[config.mk]
export PLATFORM = sky130hd
export DESIGN_NAME = csx_serial_master
export DESIGN_NICKNAME = d
export VERILOG_FILES = /design/src/rtl/csx_pkg.sv /design/src/rtl/csx_tick_gen.sv /design/src/rtl/csx_frame_seq.sv /design/src/rtl/csx_serial_master.sv
export SDC_FILE = /design/constraint.sdc
export NUM_CORES = 1
export LEC_CHECK = 0
export BUFFER_PORTS_ARGS = -buffer_cell sky130_fd_sc_hd__buf_2
export CAP_MARGIN = 5
export CORE_ASPECT_RATIO = 2
export CORE_MARGIN = 5
export CORE_UTILIZATION = 45
export CTS_CLUSTER_DIAMETER = 100
export DETAILED_ROUTE_END_ITERATION = 8
export GPL_ROUTABILITY_DRIVEN = 0
export PLACE_DENSITY = 0.71
export SKIP_LAST_GASP = 1
export SYNTH_ARGS = -nofsm -noshare
export SYNTH_HDL_FRONTEND = slang
export SYNTH_HIERARCHICAL = 1
export SYNTH_SLANG_ARGS = --single-unit
export TNS_END_PERCENT = 1
[constraint.sdc]
create_clock -name clk -period 2.8 [get_ports clk]
set_clock_uncertainty 0.15 [all_clocks]
set_input_delay 0.14 -clock clk [delete_from_list [all_inputs] [get_ports clk]]
set_output_delay 0.14 -clock clk [all_outputs]
set_load 0.02 [all_outputs]
[src/rtl/csx_pkg.sv]
`timescale 1ns/1ps
package csx_pkg;
   localparam int unsigned MIN_FRAME = 4;

   typedef enum logic [2:0] {
      ST_IDLE  = 3'd0,
      ST_SETUP = 3'd1,
      ST_SHIFT = 3'd2,
      ST_HOLD  = 3'd3,
      ST_DEAD  = 3'd4
   } csx_state_e;
endpackage

[src/rtl/csx_tick_gen.sv]
`timescale 1ns/1ps
module csx_tick_gen #(
   parameter int unsigned DIV_W = 4
) (
   input  logic             clk,
   input  logic             rst_n,
   input  logic             run_i,
   input  logic [DIV_W-1:0] div_i,
   output logic             tick_o
);
   logic [DIV_W-1:0] cnt_q;

   assign tick_o = run_i && (cnt_q == div_i);

   always_ff @(posedge clk or negedge rst_n) begin
      if (!rst_n) begin
         cnt_q <= '0;
      end else if (!run_i || tick_o) begin
         cnt_q <= '0;
      end else begin
         cnt_q <= cnt_q + DIV_W'(1);
      end
   end

   // After a tick, the next one comes a full half-period later unless the divider is 0.
   assert_tick_gap_R4: assert property (@(posedge clk) disable iff (!rst_n)
      (run_i && tick_o) |=> (!tick_o || div_i == '0));
endmodule

[src/rtl/csx_frame_seq.sv]
`timescale 1ns/1ps
module csx_frame_seq
   import csx_pkg::*;
#(
   parameter int unsigned NCS    = 4,
   parameter int unsigned WMAX   = 32,
   parameter int unsigned LEN_W  = 6,
   parameter int unsigned DIV_W  = 4,
   parameter int unsigned DLY_W  = 4,
   parameter int unsigned DEAD_W = 6
) (
   input  logic              clk,
   input  logic              rst_n,
   input  logic              start_i,
   input  logic              kind_i,
   input  logic [WMAX-1:0]   cmd_word_i,
   input  logic [LEN_W-1:0]  cmd_len_i,
   input  logic [WMAX-1:0]   dat_word_i,
   input  logic [LEN_W-1:0]  dat_len_i,
   input  logic [NCS-1:0]    cs_a_i,
   input  logic [NCS-1:0]    cs_b_i,
   input  logic [LEN_W-1:0]  sw_i,
   input  logic [DLY_W-1:0]  setup_i,
   input  logic [DLY_W-1:0]  hold_i,
   input  logic [DEAD_W-1:0] dead_i,
   input  logic [DIV_W-1:0]  div_i,
   input  logic              tick_i,
   output logic              run_o,
   output logic [DIV_W-1:0]  div_o,
   output logic              sck_o,
   output logic              sdo_o,
   output logic [NCS-1:0]    cs_o,
   output logic              busy_o
);
   localparam int unsigned PH_W = ((DEAD_W > DLY_W) ? DEAD_W : DLY_W) + 2;

   csx_state_e        state_q;
   logic [WMAX-1:0]   sh_q;
   logic [LEN_W-1:0]  len_q, len_n, len_raw;
   logic [LEN_W-1:0]  sw_q, bit_q;
   logic              sw_en_q;
   logic [NCS-1:0]    csb_q, cs_q;
   logic [DLY_W-1:0]  setup_q, hold_q;
   logic [DEAD_W-1:0] dead_q;
   logic [DIV_W-1:0]  div_q;
   logic [PH_W-1:0]   ph_q;
   logic              sck_q;

   always_comb begin
      len_raw = kind_i ? dat_len_i : cmd_len_i;
      if (len_raw < LEN_W'(MIN_FRAME))   len_n = LEN_W'(MIN_FRAME);
      else if (len_raw > LEN_W'(WMAX))   len_n = LEN_W'(WMAX);
      else                               len_n = len_raw;
   end

   always_ff @(posedge clk or negedge rst_n) begin
      if (!rst_n) begin
         state_q <= ST_IDLE;
         sh_q    <= '0;
         len_q   <= LEN_W'(MIN_FRAME);
         sw_q    <= '0;
         sw_en_q <= 1'b0;
         csb_q   <= '0;
         cs_q    <= '0;
         setup_q <= '0;
         hold_q  <= '0;
         dead_q  <= '0;
         div_q   <= '0;
         ph_q    <= '0;
         bit_q   <= '0;
         sck_q   <= 1'b0;
      end else begin
         case (state_q)
            ST_IDLE: if (start_i) begin
               state_q <= ST_SETUP;
               sh_q    <= kind_i ? dat_word_i : cmd_word_i;
               len_q   <= len_n;
               sw_q    <= sw_i;
               sw_en_q <= (sw_i != '0) && (sw_i < len_n);
               csb_q   <= cs_b_i;
               cs_q    <= cs_a_i;
               setup_q <= setup_i;
               hold_q  <= hold_i;
               dead_q  <= dead_i;
               div_q   <= div_i;
               ph_q    <= '0;
               bit_q   <= '0;
               sck_q   <= 1'b0;
            end
            ST_SETUP: if (tick_i) begin
               if (ph_q == PH_W'({setup_q, 1'b0})) begin
                  state_q <= ST_SHIFT;
                  ph_q    <= '0;
               end else begin
                  ph_q <= ph_q + PH_W'(1);
               end
            end
            ST_SHIFT: if (tick_i) begin
               if (!sck_q) begin
                  sck_q <= 1'b1;
                  if (sw_en_q && bit_q == sw_q) cs_q <= csb_q;
               end else begin
                  sck_q <= 1'b0;
                  if (bit_q == len_q - LEN_W'(1)) begin
                     state_q <= ST_HOLD;
                     ph_q    <= '0;
                  end else begin
                     sh_q  <= sh_q >> 1;
                     bit_q <= bit_q + LEN_W'(1);
                  end
               end
            end
            ST_HOLD: if (tick_i) begin
               if (ph_q == PH_W'({hold_q, 1'b1})) begin
                  state_q <= ST_DEAD;
                  cs_q    <= '0;
                  ph_q    <= '0;
               end else begin
                  ph_q <= ph_q + PH_W'(1);
               end
            end
            ST_DEAD: if (tick_i) begin
               if (ph_q == PH_W'({dead_q, 1'b1})) begin
                  state_q <= ST_IDLE;
                  ph_q    <= '0;
               end else begin
                  ph_q <= ph_q + PH_W'(1);
               end
            end
            default: state_q <= ST_IDLE;
         endcase
      end
   end

   assign busy_o = (state_q != ST_IDLE);
   assign run_o  = busy_o;
   assign div_o  = div_q;
   assign sck_o  = sck_q;
   assign cs_o   = cs_q;
   assign sdo_o  = (state_q == ST_SETUP || state_q == ST_SHIFT || state_q == ST_HOLD) ? sh_q[0] : 1'b0;

   assert_idle_quiet_R3: assert property (@(posedge clk) disable iff (!rst_n)
      (state_q == ST_IDLE || state_q == ST_DEAD) |-> (!sck_q && cs_q == '0));

   assert_sck_on_tick_R4: assert property (@(posedge clk) disable iff (!rst_n)
      !$stable(sck_q) |-> $past(tick_i));

   assert_switch_on_rise_R5: assert property (@(posedge clk) disable iff (!rst_n)
      (state_q == ST_SHIFT && $past(state_q) == ST_SHIFT && !$stable(cs_q)) |-> $rose(sck_q));

   assert_len_range_R1: assert property (@(posedge clk) disable iff (!rst_n)
      (state_q != ST_IDLE) |-> (len_q >= LEN_W'(MIN_FRAME) && len_q <= LEN_W'(WMAX)));

   assert_bit_bound_R1: assert property (@(posedge clk) disable iff (!rst_n)
      (state_q == ST_SHIFT) |-> (bit_q < len_q));

   assert_start_ignored_R10: assert property (@(posedge clk) disable iff (!rst_n)
      (state_q != ST_IDLE && start_i) |=> ($stable(len_q) && $stable(csb_q) && $stable(sw_q)));
endmodule

[src/rtl/csx_serial_master.sv]
`timescale 1ns/1ps
module csx_serial_master #(
   parameter int unsigned NCS           = 4,
   parameter int unsigned WMAX          = 32,
   parameter int unsigned DIV_W         = 4,
   parameter int unsigned DLY_W         = 4,
   parameter int unsigned DEAD_W        = 6,
   parameter bit          CS_ACTIVE_LOW = 1'b0,
   localparam int unsigned LEN_W        = $clog2(WMAX + 1)
) (
   input  logic              clk,
   input  logic              rst_n,
   input  logic              start,
   input  logic              kind,
   input  logic [WMAX-1:0]   cmd_word,
   input  logic [LEN_W-1:0]  cmd_len,
   input  logic [WMAX-1:0]   dat_word,
   input  logic [LEN_W-1:0]  dat_len,
   input  logic [NCS-1:0]    cs_first,
   input  logic [NCS-1:0]    cs_second,
   input  logic [LEN_W-1:0]  switch_bit,
   input  logic [DLY_W-1:0]  setup_per,
   input  logic [DLY_W-1:0]  hold_per,
   input  logic [DEAD_W-1:0] gap_per,
   input  logic [DIV_W-1:0]  clk_div,
   output logic              sck,
   output logic              sdo,
   output logic [NCS-1:0]    cs_line,
   output logic              busy
);
   generate
      if (WMAX < csx_pkg::MIN_FRAME) begin : g_bad_wmax
         $error("WMAX must be at least the minimum frame length");
      end
      if (NCS < 1 || DIV_W < 1 || DLY_W < 1 || DEAD_W < 1) begin : g_bad_width
         $error("all field widths must be at least one bit");
      end
   endgenerate

   logic             run, tick;
   logic [DIV_W-1:0] div_live;
   logic [NCS-1:0]   cs_act;

   csx_tick_gen #(.DIV_W(DIV_W)) u_tick (
      .clk    (clk),
      .rst_n  (rst_n),
      .run_i  (run),
      .div_i  (div_live),
      .tick_o (tick)
   );

   csx_frame_seq #(
      .NCS(NCS), .WMAX(WMAX), .LEN_W(LEN_W),
      .DIV_W(DIV_W), .DLY_W(DLY_W), .DEAD_W(DEAD_W)
   ) u_seq (
      .clk        (clk),
      .rst_n      (rst_n),
      .start_i    (start),
      .kind_i     (kind),
      .cmd_word_i (cmd_word),
      .cmd_len_i  (cmd_len),
      .dat_word_i (dat_word),
      .dat_len_i  (dat_len),
      .cs_a_i     (cs_first),
      .cs_b_i     (cs_second),
      .sw_i       (switch_bit),
      .setup_i    (setup_per),
      .hold_i     (hold_per),
      .dead_i     (gap_per),
      .div_i      (clk_div),
      .tick_i     (tick),
      .run_o      (run),
      .div_o      (div_live),
      .sck_o      (sck),
      .sdo_o      (sdo),
      .cs_o       (cs_act),
      .busy_o     (busy)
   );

   generate
      if (CS_ACTIVE_LOW) begin : g_cs_low
         assign cs_line = ~cs_act;
      end else begin : g_cs_high
         assign cs_line = cs_act;
      end
   endgenerate
endmodule

==> results of run 1 <==
routing by layer:
layer / vias up / wire [µm] / share of wire
li1: 2248 / - / -
met1: 2115 / 4980 / 0.37
met2: 99 / 7550 / 0.57
met3: 15 / 466 / 0.035
met4: 0 / 311 / 0.023
met5: - / 0 / 0
area by class of cell:
| class | count | share of cell area |
|---|---|---|
| Sequential cell | 93 | 0.342 |
| Clock buffer | 9 | 0.0331 |
| Timing Repair Buffer | 161 | 0.150 |
| Tap cell | 147 | 0.0270 |
| Multi-Input combinational cell | 431 | 0.431 |
| Clock inverter | 7 | 0.0103 |
| Inverter | 12 | 0.00662 |
report_power, final:
part           internal [mW]  switching [mW]
clock network          0.623           0.558
registers               1.94           0.551
logic                   1.54            1.53
total                   4.11            2.64
layout by cell type (no fill, tap or decap), types with 3 or more instances in the layout:
cell type      Yosys  final
nor3_1            11     10
inv_1             12     12
clkinv_4           0      3
nand2_1          139    139
buf_4              1     11
clkbuf_16          0      9
ha_1               9      9
nor2b_1            3      3
nand2b_1           7      7
o22ai_1            3      3
mux2i_1           37     37
a22o_1            10     10
mux2_2            12     12
o21a_1             3      3
nor3b_1            3      3
nor4_1             4      4
nor2_1            15     14
nand3_1            9      9
and3_1             5      5
dfrtp_1           92     92
buf_2              1    117
xor2_1            20     20
o21ai_0           45     45
nand4_1            3      3
dlygate4sd3_1      0     31
a21o_1             8      8
a21oi_1           11     11
xnor2_1           13     13
mux2_4            27     27
tightest hold or removal path: cells and delay by family:
kind,cells,cell delay [ns]
buf+inv,1,0.09
compound gates,1,0.11
mux,1,0.14
stage by stage:
| step | instances | hold slack, ns | instance area [µm²] | setup slack [ns] |
|---|---|---|---|---|
| after floorplan | 572 | -0.306 | 5460 | 0.0636 |
| after CTS | 860 | 0.0136 | 6800 | 0.0604 |
| final | 860 | 0.0236 | 6810 | 0.207 |
| after global routing | 860 | 0.0161 | 6810 | 0.0949 |
| after detailed placement | 813 | 0.0133 | 6200 | 0.0868 |
| after global placement | 813 | -0.00211 | 6200 | 0.239 |
kinds of logic after synthesis:
kind of cell,share of synthesized area
XOR/XNOR,0.0530
multiplexers,0.167
AO/OA/AOI/OAI,0.122
buffers and inverters,0.0381
flip-flops,0.427
adder cells (fa/ha/maj),0.0206
AND/OR/NAND/NOR,0.172
worst paths after layout:
kind | to | startpoint | slack [ns] | cells after the start
worst min-delay path | u_seq/cs_o[3] | cs_first[3] | 0.02 | 3
min in group asynchronous | u_seq/sw_q[4] | rst_n | 0.18 | 2
worst max register to register | u_seq/sh_q[19] | u_seq/len_q[0] | 0.21 | 7
max in group asynchronous | u_seq/csb_q[2] | rst_n | 1.66 | 3
worst min register to register | u_seq/csb_q[1] | u_seq/csb_q[1] | 0.33 | 2
worst max-delay path | u_seq/sh_q[19] | u_seq/len_q[0] | 0.21 | 7
repair_timing:
action,4_1_cts,5_1_grt
gates resized for setup,0,1
setup endpoints to repair,0,38
endpoints found under the hold margin,68,0
setup buffers,0,0
hold buffers,31,0
registers in the layout, indices dropped and copies added, names as in the netlist, 3 cells and up:
| name | cells |
|---|---|
| u_seq/bit_q | 6 |
| u_seq/cs_o | 4 |
| u_seq/csb_q | 4 |
| u_seq/dead_q | 6 |
| u_seq/div_o | 4 |
| u_seq/hold_q | 4 |
| u_seq/len_q | 6 |
| u_seq/ph_q | 8 |
| u_seq/setup_q | 4 |
| u_seq/sh_q | 32 |
| u_seq/state_q | 3 |
| u_seq/sw_q | 6 |
| u_tick/cnt_q | 4 |
==> impl_metrics.csv, run 1 <==
group,metric,value,unit
sta,min_period_over_period,0.926,
yosys,synth_top_area_share,0.422,
sta,rsz0062_at_grt,"false",
critical_path,critical_path_required,2.88,ns
sta,slew_viol_final,0,
sta,fmax,386,MHz
grt,grt_usage,0.189,
yosys,synth.area.top_cells,"dfrtp_1 42%, nand2_1 9.6%, mux2_4 7.4%",
floorplanning,fp.coreArea,12100,µm²
yosys,synth_cell_types,57,
grt,antenna_found_initial,0,
sta,setup_viol,0,
sta,finalSetupTns,0,ns
critical_path,critPathBufInv,1,
grt,grt_pass1_wl,21900,µm
yosys,yosysWarningCount,6,
sta,slew_headroom,0.570,
final_layout,area_growth_syn_to_layout,24.7,%
final_layout,seq_area,2330,µm²
floorplanning,start_util,0.453,
clocking,clock_path_buffers,2,
yosys,ys.flop_type,"dfrtp_1",
routing,via_count,4477,
grt,globalRouteMet3Util,0.0268,
grt,top_usage_layer,"met2",
final_layout,fin_nets,829,
clocking,root_buffer,"clkbuf_16",
routing,wl,13300,µm
routing,wl_per_cell,15.5,µm
grt,grt_pass1_vias,4728,
yosys,yosysSeqAreaShare,0.427,
critical_path,critical_path_arrival,2.67,ns
yosys,syn-num-nets,693,
placement,io_buffers,118,
critical_path,crit_path_max_incr_delay,0.42,ns
clocking,clk_pin_slew,0.07,ns
grt,use_met1,0.211,
clocking,clock-sinks,93,
yosys,synthCells,572,
routing,detail-route-antenna-nets,0,
critical_path,critPathMaxFanout,34,
power,p_per_area,991,nW/µm²
yosys,synth.cell_area,5460,µm²
critical_path,path_class,"flip-flop to flip-flop",
run,drv_cap,0,
yosys,yosys.cell_count.top_type,"nand2_1",
floorplanning,die_x,87.9,µm
clocking,numCtsBuffers,9,
routing,drcViolationCount,0,
outcome,status,"completed",
critical_path,critPathTopFamily,"compound AO/OA/AOI/OAI gates",
final_layout,drive_gt1_frac,0.279,
grt,grt_use_met2,0.346,
placement,detailed_place_hpwl,9890,µm
final_layout,fillers,1041,
yosys,synth_edf_count,0,
grt,grt_remaining_overflow,0,
final_layout,multiInputGateArea,2940,µm²
final_layout,postLayoutCoreUtil,0.565,
critical_path,crit_chain,"or3_4 > o31a_1 > o2111ai_2 > o21ai_2 > a22oi_4 > buf_12 > mux2_2",
floorplanning,pin_count,119,
yosys,ys_ff_latch,93,
clocking,cts_tree,"built",
final_layout,insertedDiodeCount,0,
critical_path,cp_slowest_cell,"dfrtp_1",
power,peakVddDrop,0.647,mV
floorplanning,die_h,166,µm
grt,grt_max_degree,54,
yosys,avgSynthCellArea,9.54,µm²
floorplanning,dieArea,14600,µm²
clocking,clkLatencyLatePin,0.35,ns
sta,finalCriticalPeriod,2.59,ns
routing,firstDrtPassIters,5,
critical_path,crit_path_end_kind,"flip-flop",
yosys,synthArstFlopShare,1.00,
floorplanning,row_count,57,
power,leakagePower,3.35,nW
clocking,htreeDepth,3,
yosys,yosysTopAreaCell,"dfrtp_1",
power,finalPower,6.75,mW
sta,worst_pin_slew,0.642,ns
yosys,synth_common_cells,"139 x nand2_1, 92 x dfrtp_1, 45 x o21ai_0",
min_path,hold_class,"primary input to flip-flop",
critical_path,startpoint_type,"flip-flop",
routing,first_iter_violations,163,
sta,final-hold-violation-count,0,
routing,via_per_inst,5.21,
No activity file was read; power rests on OpenSTA's default activity.
==> inputs of run 2 (changes only) <==
--- a/config.mk
+++ b/config.mk
@@ -5,15 +5,15 @@
 export SDC_FILE = /design/constraint.sdc
 export NUM_CORES = 1
 export LEC_CHECK = 0
+export ABC_AREA = 1
 export BUFFER_PORTS_ARGS = -buffer_cell sky130_fd_sc_hd__buf_2
 export CAP_MARGIN = 5
 export CORE_ASPECT_RATIO = 2
 export CORE_MARGIN = 5
 export CORE_UTILIZATION = 45
-export CTS_CLUSTER_DIAMETER = 100
 export DETAILED_ROUTE_END_ITERATION = 8
 export GPL_ROUTABILITY_DRIVEN = 0
-export PLACE_DENSITY = 0.71
+export PLACE_DENSITY = 0.7
 export SKIP_LAST_GASP = 1
 export SYNTH_ARGS = -nofsm -noshare
 export SYNTH_HDL_FRONTEND = slang
==> run 2 against run 1 <==
Net effect: critical path depth grew 2; utilization is 1.5 points lower; worst setup slack improved by 0.40 ns; sequential power down 5%; maximum frequency is 18% higher; sequential cell count unchanged; non-clock buffer count shrank 4; largest cell class unchanged; largest power group unchanged; highest routed layer unchanged.
==> impl_metrics.csv, run 2 <==
group,metric,value,unit
grt,grt_remaining_overflow,0,
grt,antenna_found_initial,0,
routing,via_per_inst,5.02,
floorplanning,fp.coreArea,13100,µm²
yosys,synth_top_family_by_area,"simple AND/OR/NAND/NOR gates",
critical_path,critical_path_arrival,2.27,ns
critical_path,crit_chain,"inv_1 > nand2_2 > inv_1 > nor2_1 > o22ai_2 > nor3_4 > nand3_2 > nand2_1 > nand2_1",
sta,final-hold-violation-count,0,
outcome,status,"completed",
clocking,clock_path_buffers,2,
yosys,synthAdderAreaFrac,0.0188,
routing,wl_per_cell,13.6,µm
final_layout,reg_top3,"u_seq/sh_q x32, u_seq/ph_q x8",
clocking,clk_pin_slew,0.07,ns
sta,slew_headroom,0.663,
sta,slew_viol_final,0,
clocking,root_buffer,"clkbuf_16",
floorplanning,pin_count,119,
final_layout,insertedDiodeCount,0,
yosys,synth_cell_types,38,
yosys,synth_common_cells,"340 x nand2_1, 103 x inv_1, 92 x dfrtp_1",
yosys,ys_ff_latch,93,
final_layout,postLayoutCoreUtil,0.549,
routing,wl,15800,µm
sta,min_period_over_period,0.782,
clocking,clkLatencyLatePin,0.35,ns
yosys,synth_edf_count,0,
yosys,yosysWarningCount,6,
routing,drcViolationCount,0,
final_layout,area_growth_syn_to_layout,20.1,%
sta,setup_viol,0,
critical_path,cp_slowest_cell,"dfrtp_1",
final_layout,largest_reg_flops,32,
placement,io_buffers,118,
min_path,hold_class,"primary input to flip-flop",
yosys,ys.flop_type,"dfrtp_1",
critical_path,startpoint_type,"flip-flop",
clocking,postCtsResizedCells,0,
critical_path,critical_path_required,2.89,ns
yosys,synth.area.top_cells,"dfrtp_1 39%, nand2_1 21%, o21ai_0 7.5%",
sta,fmax,457,MHz
grt,grt_pass1_vias,5796,
final_layout,layout_common_cells,"340 x nand2_1, 117 x buf_2, 103 x inv_1",
run,drv_cap,0,
floorplanning,die_x,91.5,µm
sta,rsz0062_at_grt,"false",
yosys,yosysTopAreaCell,"dfrtp_1",
power,peakVddDrop,0.469,mV
clocking,clock-sinks,93,
yosys,synthMuxAreaShare,0.00188,
yosys,synthCells,884,
yosys,yosysSeqAreaShare,0.389,
sta,finalCriticalPeriod,2.19,ns
grt,grt_max_degree,94,
critical_path,path_class,"flip-flop to flip-flop",
critical_path,critPathBufInv,2,
critical_path,crit_path_end_kind,"flip-flop",
sta,finalSetupTns,0,ns
final_layout,final_common_cell,"nand2_1",
yosys,avgSynthCellArea,6.76,µm²
routing,firstDrtPassIters,4,
routing,via_count,5843,
floorplanning,start_util,0.458,
floorplanning,row_count,59,
placement,detailed_place_hpwl,11500,µm
clocking,cts_tree,"built",
critical_path,critPathTopFamily,"simple AND/OR/NAND/NOR gates",
yosys,synthArstFlopShare,1.00,
sta,worst_pin_slew,0.506,ns
yosys,yosys.area_share.xor_xnor,0.0247,
clocking,numCtsBuffers,9,
clocking,htreeDepth,3,
clocking,ctsHoldBuffers,30,
final_layout,fin_nets,1129,
critical_path,critPathMaxFanout,8,
yosys,yosys.cell_count.top_type,"nand2_1",
yosys,synth.cell_area,5980,µm²
yosys,synth_compound_area_frac,0.0986,
power,p_per_area,934,nW/µm²
final_layout,drive_gt1_frac,0.170,
routing,first_iter_violations,241,
grt,grt_pass1_wl,26500,µm
critical_path,crit_path_max_incr_delay,0.44,ns
power,leakagePower,3.88,nW
floorplanning,die_h,173,µm
final_layout,top_register,"u_seq/sh_q",
clocking,post_cts_buffers,0,
yosys,yosys.area_share.simple,0.355,
floorplanning,dieArea,15800,µm²
grt,grt_usage,0.204,
routing,detail-route-antenna-nets,0,
yosys,syn-num-nets,1005,
yosys,synth_top_area_share,0.385,
-- run 2: cell types whose count changed in the layout (fill, tap and decap cells not counted), sizes merged, moves of 10 or more --
cell,before,now
nand2,139,347
inv,14,110
nand3,9,87
o21ai,46,101
mux2,39,1
mux2i,37,0
nor2,16,45
nand4,4,19
a22o,10,0
-- run 2: final cells by class --
class	instances	area, µm²
fillers	1322	5890
inverters	108	405
clock inverters	6	70.1
multi-input cells	639	2980
flip-flops and latches	93	2330
repair buffers	157	973
clock buffers	10	229
well taps	152	190
-- run 2: worst register-to-register path, stage by stage (launching register included) --
cell     delay, ns
dfrtp_1       0.44
inv_1         0.11
nand2_2       0.17
inv_1         0.06
nor2_1        0.25
o22ai_2       0.17
nor3_4        0.31
nand3_2       0.23
nand2_1       0.12
nand2_1       0.05
-- run 2: routing by layer --
layer  routed length, µm  vias to the layer above  global-route usage  share of wire
met5                   0                        -                   0              0
met2                8910                      120               0.400           0.56
met4                 508                        0              0.0970          0.032
met3                 501                       37              0.0261          0.032
li1                    -                     3019                   -              -
met1                5860                     2667               0.204           0.37
-- run 2: stage by stage --
| stage | setup WS, ns | cells | cell area (µm²) | hold slack (ns) | power (mW) |
|---|---|---|---|---|---|
| floorplan | 0.892 | 884 | 5980 | -0.306 | 4.73 |
| global placement | 0.686 | 1119 | 6580 | 0.0902 | 5.38 |
| detailed placement | 0.637 | 1119 | 6580 | 0.0897 | 5.44 |
| CTS | 0.615 | 1165 | 7180 | 0.0277 | 6.75 |
| global route | 0.382 | 1165 | 7180 | 0.0722 | 7.33 |
| finish | 0.611 | 1165 | 7180 | 0.0292 | 6.70 |
-- run 2: path summary, 6_finish.rpt --
path | start | endpoint | slack, ns | depth (start not counted)
hold / removal | dat_word[31] | u_seq/sh_q[31] | 0.03 | 5
hold reg to reg | u_seq/cs_o[0] | u_seq/cs_o[0] | 0.32 | 2
max in group asynchronous | rst_n | u_seq/csb_q[2] | 1.89 | 3
setup reg to reg | u_seq/state_q[1] | u_seq/ph_q[1] | 0.61 | 9
min in group asynchronous | rst_n | u_seq/len_q[5] | 0.23 | 3
setup / recovery | u_seq/state_q[1] | u_seq/ph_q[1] | 0.61 | 9
-- run 2: power breakdown --
part	internal, mW	switching [mW]
registers	1.93	0.436
logic	1.06	2.02
clock network	0.701	0.550
total	3.70	3.00
-- run 2: cells by family after synthesis --
kind of cell,after synthesis
simple gates,501
mux,1
buf+inv,152
xor+xnor,16
fa+ha+maj,9
flops,93
compound gates,112
